File: src/rtl/ecc_flag_pkg.sv
// Package: shared constants and types for the ECC fault status register.
// Assumes two flags: double fault at bit 1, single fault at bit 0.
package ecc_flag_pkg;
    localparam int NUM_FLAGS = 2;
    localparam int SGL_BIT   = 0;
    localparam int DBL_BIT   = 1;
    typedef logic [NUM_FLAGS-1:0] flag_vec_t;
endpackage

File: src/rtl/ecc_event_decode.sv
// Module: turns one array read and its fault strobes into a set vector
// for the flags, captured in a one-cycle stage.
// Assumes the strobes are meaningful only while rd_i is high.
module ecc_event_decode
    import ecc_flag_pkg::*;
(
    input  logic      clk,
    input  logic      rst_n,
    input  logic      rd_i,
    input  logic      sgl_i,
    input  logic      dbl_i,
    input  logic      busy_i,
    input  logic      ign_sgl_i,
    output flag_vec_t set_q
);
    flag_vec_t set_d;

    // Classify the read: collision, double fault, then single fault.
    always_comb begin
        set_d = '0;
        if (rd_i) begin
            if (busy_i) begin
                set_d = '1;
            end else if (dbl_i) begin
                set_d[DBL_BIT] = 1'b1;
            end else if (sgl_i && !ign_sgl_i) begin
                set_d[SGL_BIT] = 1'b1;
            end
        end
    end

    // Capture stage that delays the flag update by one clock.
    always_ff @(posedge clk) begin
        if (!rst_n) set_q <= '0;
        else        set_q <= set_d;
    end

    // a read that is not a collision never sets both flags
    a_r4_no_double_set: assert property (@(posedge clk) disable iff (!rst_n)
        (rd_i && !busy_i) |=> (set_q != '1));

    // a read during a command marks a collision
    a_r5_collision_both: assert property (@(posedge clk) disable iff (!rst_n)
        (rd_i && busy_i) |=> (set_q == '1));

    // without a read, nothing is captured
    a_r11_no_read_no_set: assert property (@(posedge clk) disable iff (!rst_n)
        !rd_i |=> (set_q == '0));
endmodule

File: src/rtl/ecc_flag_bit.sv
// Module: one sticky status flag with write-one-to-clear.
// Assumes that set and clear can arrive together, and then set wins.
module ecc_flag_bit (
    input  logic clk,
    input  logic rst_n,
    input  logic set_i,
    input  logic clr_i,
    output logic flag_o
);
    // Hold, clear on request, and let a set override the clear.
    always_ff @(posedge clk) begin
        if (!rst_n)     flag_o <= 1'b0;
        else if (set_i) flag_o <= 1'b1;
        else if (clr_i) flag_o <= 1'b0;
    end

    // a set that meets a clear still leaves the flag high
    a_r8_set_wins: assert property (@(posedge clk) disable iff (!rst_n)
        set_i |=> flag_o);

    // a flag only falls after a clear request
    a_r6_fall_needs_clear: assert property (@(posedge clk) disable iff (!rst_n)
        $fell(flag_o) |-> $past(clr_i));
endmodule

File: src/rtl/ecc_irq_gate.sv
// Module: gates each status flag with its interrupt enable.
// Assumes the enables come from a separate control register.
module ecc_irq_gate #(
    parameter int N = 2
) (
    input  logic [N-1:0] flag_i,
    input  logic [N-1:0] en_i,
    output logic [N-1:0] irq_o
);
    for (genvar g = 0; g < N; g++) begin : g_gate
        // One request per flag, raised only when the flag is enabled.
        always_comb irq_o[g] = flag_i[g] & en_i[g];
    end
endmodule

File: src/rtl/ecc_fault_status.sv
// Module: top of the ECC fault status register. It decodes read events,
// holds the sticky flags, serves the host port and drives the interrupts.
// Assumes a host read is combinational and a host write is one cycle.
module ecc_fault_status
    import ecc_flag_pkg::*;
#(
    parameter int DATA_W = 8
) (
    input  logic              clk,
    input  logic              rst_n,
    input  logic              arr_rd,
    input  logic              ecc_sgl,
    input  logic              ecc_dbl,
    input  logic              cmd_busy,
    input  logic              ign_sgl,
    input  logic              irq_en_sgl,
    input  logic              irq_en_dbl,
    input  logic              host_wr,
    input  logic [DATA_W-1:0] host_wdata,
    output logic [DATA_W-1:0] host_rdata,
    output logic              irq_sgl,
    output logic              irq_dbl
);
    localparam int PAD_W = DATA_W - NUM_FLAGS;

    flag_vec_t set_vec;
    flag_vec_t clr_vec;
    flag_vec_t flags;
    flag_vec_t irq_en;
    flag_vec_t irq_vec;
    logic      unused_wdata;

    ecc_event_decode u_decode (
        .clk       (clk),
        .rst_n     (rst_n),
        .rd_i      (arr_rd),
        .sgl_i     (ecc_sgl),
        .dbl_i     (ecc_dbl),
        .busy_i    (cmd_busy),
        .ign_sgl_i (ign_sgl),
        .set_q     (set_vec)
    );

    // Form the write-one-to-clear mask from the host write.
    always_comb clr_vec = host_wr ? host_wdata[NUM_FLAGS-1:0] : '0;

    for (genvar i = 0; i < NUM_FLAGS; i++) begin : g_flag
        ecc_flag_bit u_bit (
            .clk    (clk),
            .rst_n  (rst_n),
            .set_i  (set_vec[i]),
            .clr_i  (clr_vec[i]),
            .flag_o (flags[i])
        );
    end

    // Put the enables in flag-bit order.
    always_comb begin
        irq_en          = '0;
        irq_en[SGL_BIT] = irq_en_sgl;
        irq_en[DBL_BIT] = irq_en_dbl;
    end

    ecc_irq_gate #(.N(NUM_FLAGS)) u_irq (
        .flag_i (flags),
        .en_i   (irq_en),
        .irq_o  (irq_vec)
    );

    // Drive the read value and the interrupt outputs.
    always_comb begin
        host_rdata   = {{PAD_W{1'b0}}, flags};
        irq_sgl      = irq_vec[SGL_BIT];
        irq_dbl      = irq_vec[DBL_BIT];
        unused_wdata = ^host_wdata[DATA_W-1:NUM_FLAGS];
    end

    // the reserved bits read as zero
    always_comb begin
        if (rst_n) a_r1_upper_zero: assert (host_rdata[DATA_W-1:NUM_FLAGS] == '0);
    end

    // a flag rises exactly two samples after the read that caused it
    a_r7_dbl_latency: assert property (@(posedge clk) disable iff (!rst_n)
        $rose(flags[DBL_BIT]) |-> $past(arr_rd, 2));
    a_r7_sgl_latency: assert property (@(posedge clk) disable iff (!rst_n)
        $rose(flags[SGL_BIT]) |-> $past(arr_rd, 2));

    // an interrupt request needs its enabled flag
    a_r9_irq_dbl_gated: assert property (@(posedge clk) disable iff (!rst_n)
        irq_dbl |-> (host_rdata[DBL_BIT] && irq_en_dbl));

    // reset leaves both flags clear
    a_r10_reset_clear: assert property (@(posedge clk)
        !rst_n |=> (host_rdata == '0));
endmodule

File: config.mk
export PLATFORM = sky130hd
export DESIGN_NAME = ecc_fault_status
export DESIGN_NICKNAME = d
export VERILOG_FILES = /design/src/rtl/ecc_flag_pkg.sv /design/src/rtl/ecc_event_decode.sv /design/src/rtl/ecc_flag_bit.sv /design/src/rtl/ecc_irq_gate.sv /design/src/rtl/ecc_fault_status.sv
export SDC_FILE = /design/constraint.sdc
export NUM_CORES = 1
export LEC_CHECK = 0
export BUFFER_PORTS_ARGS = -buffer_cell sky130_fd_sc_hd__buf_4
export CAP_MARGIN = 5
export CORE_AREA = 2 2 39 41
export DETAILED_ROUTE_END_ITERATION = 8
export DIE_AREA = 0 0 41 43
export GPL_TIMING_DRIVEN = 0
export PLACE_DENSITY = 0.5
export SYNTH_ARGS = -nofsm -noshare
export SYNTH_HDL_FRONTEND = slang
export SYNTH_SLANG_ARGS = --single-unit
File: constraint.sdc
create_clock -name clk -period 1.3 [get_ports clk]
set_clock_uncertainty 0.2 [all_clocks]
set_input_delay 0.065 -clock clk [delete_from_list [all_inputs] [get_ports clk]]
set_output_delay 0.065 -clock clk [all_outputs]
set_load 0.1 [all_outputs]
# --- After elaboration in Yosys (flattened, before gate mapping) ---
# Index checks and enable logic that the tools add are counted.
word_totals:
  reg_bits: 4
  in_bits: 18
  word_cells: 19
classes:
  mux: 9
  bitwise: 2
  n_reduce_logical: 5
op_table:
  columns: ["operator", "n"]
  rows:
  - ["$mux W1", 7]
  - ["$mux W2", 2]
  - ["$reduce_bool A2 Y1", 2]
  - ["$and A1 B1 Y1", 2]
  - ["$reduce_and A2 Y1", 1]
  - ["$logic_and A1 B1 Y1", 1]
  - ["$logic_not A1 Y1", 1]

# --- Longest topological paths before layout ---
depth:
  depth_word: 5
  ltp_mapped: 2
  ltp_nobuf: 2

# --- By module ---
# Synthesis repeated with hierarchy kept, for this count alone.
hier_totals:
  cells_unflattened: 25
  area_unflattened_um2: 225.2
modules_own_cells:
  columns: ["mod", "n_inst", "cells_each", "area_per_inst_um2", "seq_area_each_um2"]
  rows:
  - ["ecc_flag_bit", 2, 3, 41.3, 20.0]
  - ["ecc_event_decode", 1, 8, 68.8, 40.0]
  - ["ecc_fault_status", 1, 9, 61.3, 0.0]
  - ["ecc_irq_gate", 1, 2, 12.5, 0.0]

# --- Least setup slack after synthesis ---
# No wires, ideal clock.
synth_timing:
  path_kind: "register -> output"
  start: "reg g_flag[1].u_bit.flag_o"
  end: "out irq_dbl"
  t_arrival_ps: 1062
  path_slack_ps: -27
  stages_incl_launch_ff: 2
  path_buffers: 0
  path_cell_list: "dfxtp_1 -> and2_1"
synth_via:
  elab_chain_cells: 1
synth_rtl:
  columns: ["item", "line", "text"]
  rows:
  - ["start: declaration", "ecc_flag_bit.sv:8", "output logic flag_o"]
  - ["start signal: assignment", "ecc_flag_bit.sv:12", "if (!rst_n) flag_o <= 1'b0;"]
  - ["start signal: assignment", "ecc_flag_bit.sv:13", "else if (set_i) flag_o <= 1'b1;"]
  - ["start signal: assignment", "ecc_flag_bit.sv:14", "else if (clr_i) flag_o <= 1'b0;"]
  - ["$and A1 B1 Y1", "ecc_irq_gate.sv:12", "always_comb irq_o[g] = flag_i[g] & en_i[g];"]
  - ["end: declaration", "ecc_fault_status.sv:22", "output logic irq_dbl"]
# Every way passes these cells.

# --- Worst setup path in the final report ---
layout_timing:
  start: "in ecc_dbl"
  end: "reg u_decode.set_q[0]"
layout_via:
  elab_chain_cells: 2
layout_rtl:
  columns: ["item", "line", "text"]
  rows:
  - ["start: declaration", "ecc_fault_status.sv:13", "input logic ecc_dbl,"]
  - ["$mux W1", "ecc_event_decode.sv:24", "end else if (dbl_i) begin"]
  - ["$mux W2", "ecc_event_decode.sv:22", "if (busy_i) begin"]
  - ["end signal: assignment", "ecc_event_decode.sv:35", "else set_q <= set_d;"]
  - ["end: declaration", "ecc_event_decode.sv:14", "output flag_vec_t set_q"]
# Every way passes these cells.
# A chain may end at the register's enable or synchronous reset.

==> run metrics <==
status complete, no violations; placed cells 61; Initial Utilization 0.1555; worst hold path type flop to flop; die height 43 µm; GRT overflow 0; critical path class primary input to flop; P&R area growth vs syn 126.7%; fill cell count 147; leakage 0.2536 nW; synthesized area 215.2 µm²; gpl congestion 0.5336; Fmax 0.7957 GHz; Bufs on Longest Clock Path 2; unique cell type count in the Yosys netlist 11; die area 1763 µm²; Setup WS pre-CTS 0.3041 ns; layout cells sized above 1 0.5263; Mapped Cells 25; CTS tree done; total wire length 543 µm; CP cell instances dlygate4sd3_1, buf_4, or3b_4, a21oi_2; Synth top area share 0.3721; core area 1384 µm²; PwrDens 1012 nW/µm²; type of origin of the critical path primary input; reg2reg start g_flag[1].u_bit.flag_o; first-pass GRT wire length 683 µm; total negative slack 0 ns; Hold Fails Final Rpt 0; total of max-cap violations 0; final setup vio count 0; Worst-Skew Late Latency 0.24 ns; largest net degree at the start of global routing 4; # nets final 77; min cycle time layout 1.257 ns; initial antenna violation count 0; vias in the first global route 205; drt drc 0; H-tree depth 1; Yosys reg bits 4; Syn Area/Cell 8.608 µm²; Hold Slack 0.2339 ns; Root Buffer clkbuf_4; DR iter-0 viols 4; DR pass1 iterations 2; Total GRT Usage 0.06426; Final period util 0.9667; wire per inst 7.438 µm; Vias/cell 3.356; Arr. time, crit path 1.23 ns; Finished Layout Cells 73; CTS Buf Count 3; crit path max fanout 2; post-synth top area cell dfxtp_1; IO Pins 28; Finished Core Util 0.3526; most frequent cells in the layout buf_4, dlygate4sd3_1, conb_1, dfxtp_1, clkbuf_4; Data required, critical path 1.27 ns; DRT antenna net count 0; worst vdd ir 0.2709 mV; slowest stage cell on the critical path dlygate4sd3_1; CTS clk-pin slew, worst paths 0.04 ns; antenna cells 0; IO buf count 15; die width 41 µm; Synth area leaders dfxtp_1, buf_4, a21boi_0; post-synthesis sequential area ratio 0.3721; Critical Path End Type flop; # rows 14; vias 245; slowest stage delay, CP 0.54 ns; pins over their slew limit 0; RSZ-0062 raised after global routing false; Final WS setup 0.04327 ns; Synth Warn # 0; HP Start u_decode.set_q[0]; clock sinks 4; Setup crit start ecc_dbl; commonest non-fill, non-tap cell in the layout buf_4
==> final cells by class <==
type,count,area [µm²],area share
plain buffers,8,60.06,0.1231
clock buffers,3,22.52,0.04615
inverters,1,3.754,0.007692
multi-input cells,17,98.84,0.2026
flip-flops and latches,4,80.08,0.1641
well taps,16,20.02,0.04103
repair buffers,24,202.7,0.4154
==> path summary, 6_finish.rpt <==
| kind | to | cells after the start | slack, ns |
|---|---|---|---|
| worst max-delay path | u_decode.set_q[0] | 4 | 0.04 |
| worst min-delay path | g_flag[0].u_bit.flag_o | 1 | 0.23 |
| worst max register to register | g_flag[1].u_bit.flag_o | 2 | 0.41 |
| worst min register to register | g_flag[0].u_bit.flag_o | 1 | 0.23 |
==> critical path: cells and delay by family <==
kind | cells | cell delay, ns
buffers and inverters | 2 | 0.68
AND/OR/NAND/NOR | 1 | 0.38
AO/OA/AOI/OAI | 1 | 0.11
==> state kept, by name (all words and copies together) (netlist names) <==
register and count:
g_flag.u_bit.flag_o 2, u_decode.set_q 2
==> per-stage QoR <==
step	total power, mW	area, µm²
4_1_cts	0.4989	481.7
6_report	0.4936	488.0
5_1_grt	0.5172	488.0
2_1_floorplan	0.2791	236.5
3_5_place_dp	0.3150	369.1
3_3_place_gp	0.3147	369.1
==> cells in the mapped netlist <==
master,count
inv_1,1
nand2_1,1
or3b_1,1
o21a_1,2
conb_1,1
a21oi_1,1
dfxtp_1,4
buf_4,8
nor2_1,2
and2_1,2
a21boi_0,2
==> where the power goes <==
group | switching (mW) | internal [mW]
sequential | 0.00248 | 0.130
combinational | 0.136 | 0.0699
clock | 0.0522 | 0.103
==> layer usage <==
metal  up-vias  track usage  wire length [µm]
li1        130            -                 -
met1        96      0.04823               175
met2        17      0.09688               260
met3         2      0.03141                86
met4         0      0.08000                21
met5         -            0                 0
==> cell families after synthesis <==
kind of cell    count (synthesis)  share of synthesized area
simple gates                    6                     0.1512
flops                           4                     0.3721
other cells                     1                    0.01743
buf+inv                         9                     0.2965
compound gates                  5                     0.1627
==> repair_timing <==
action,in CTS,in global routing
hold endpoints to repair,4,0
hold buffers,9,0
endpoints found under the setup margin,0,1
gates resized for setup,0,2
buffers inserted,0,0
Power figures use the tool's default switching activity.
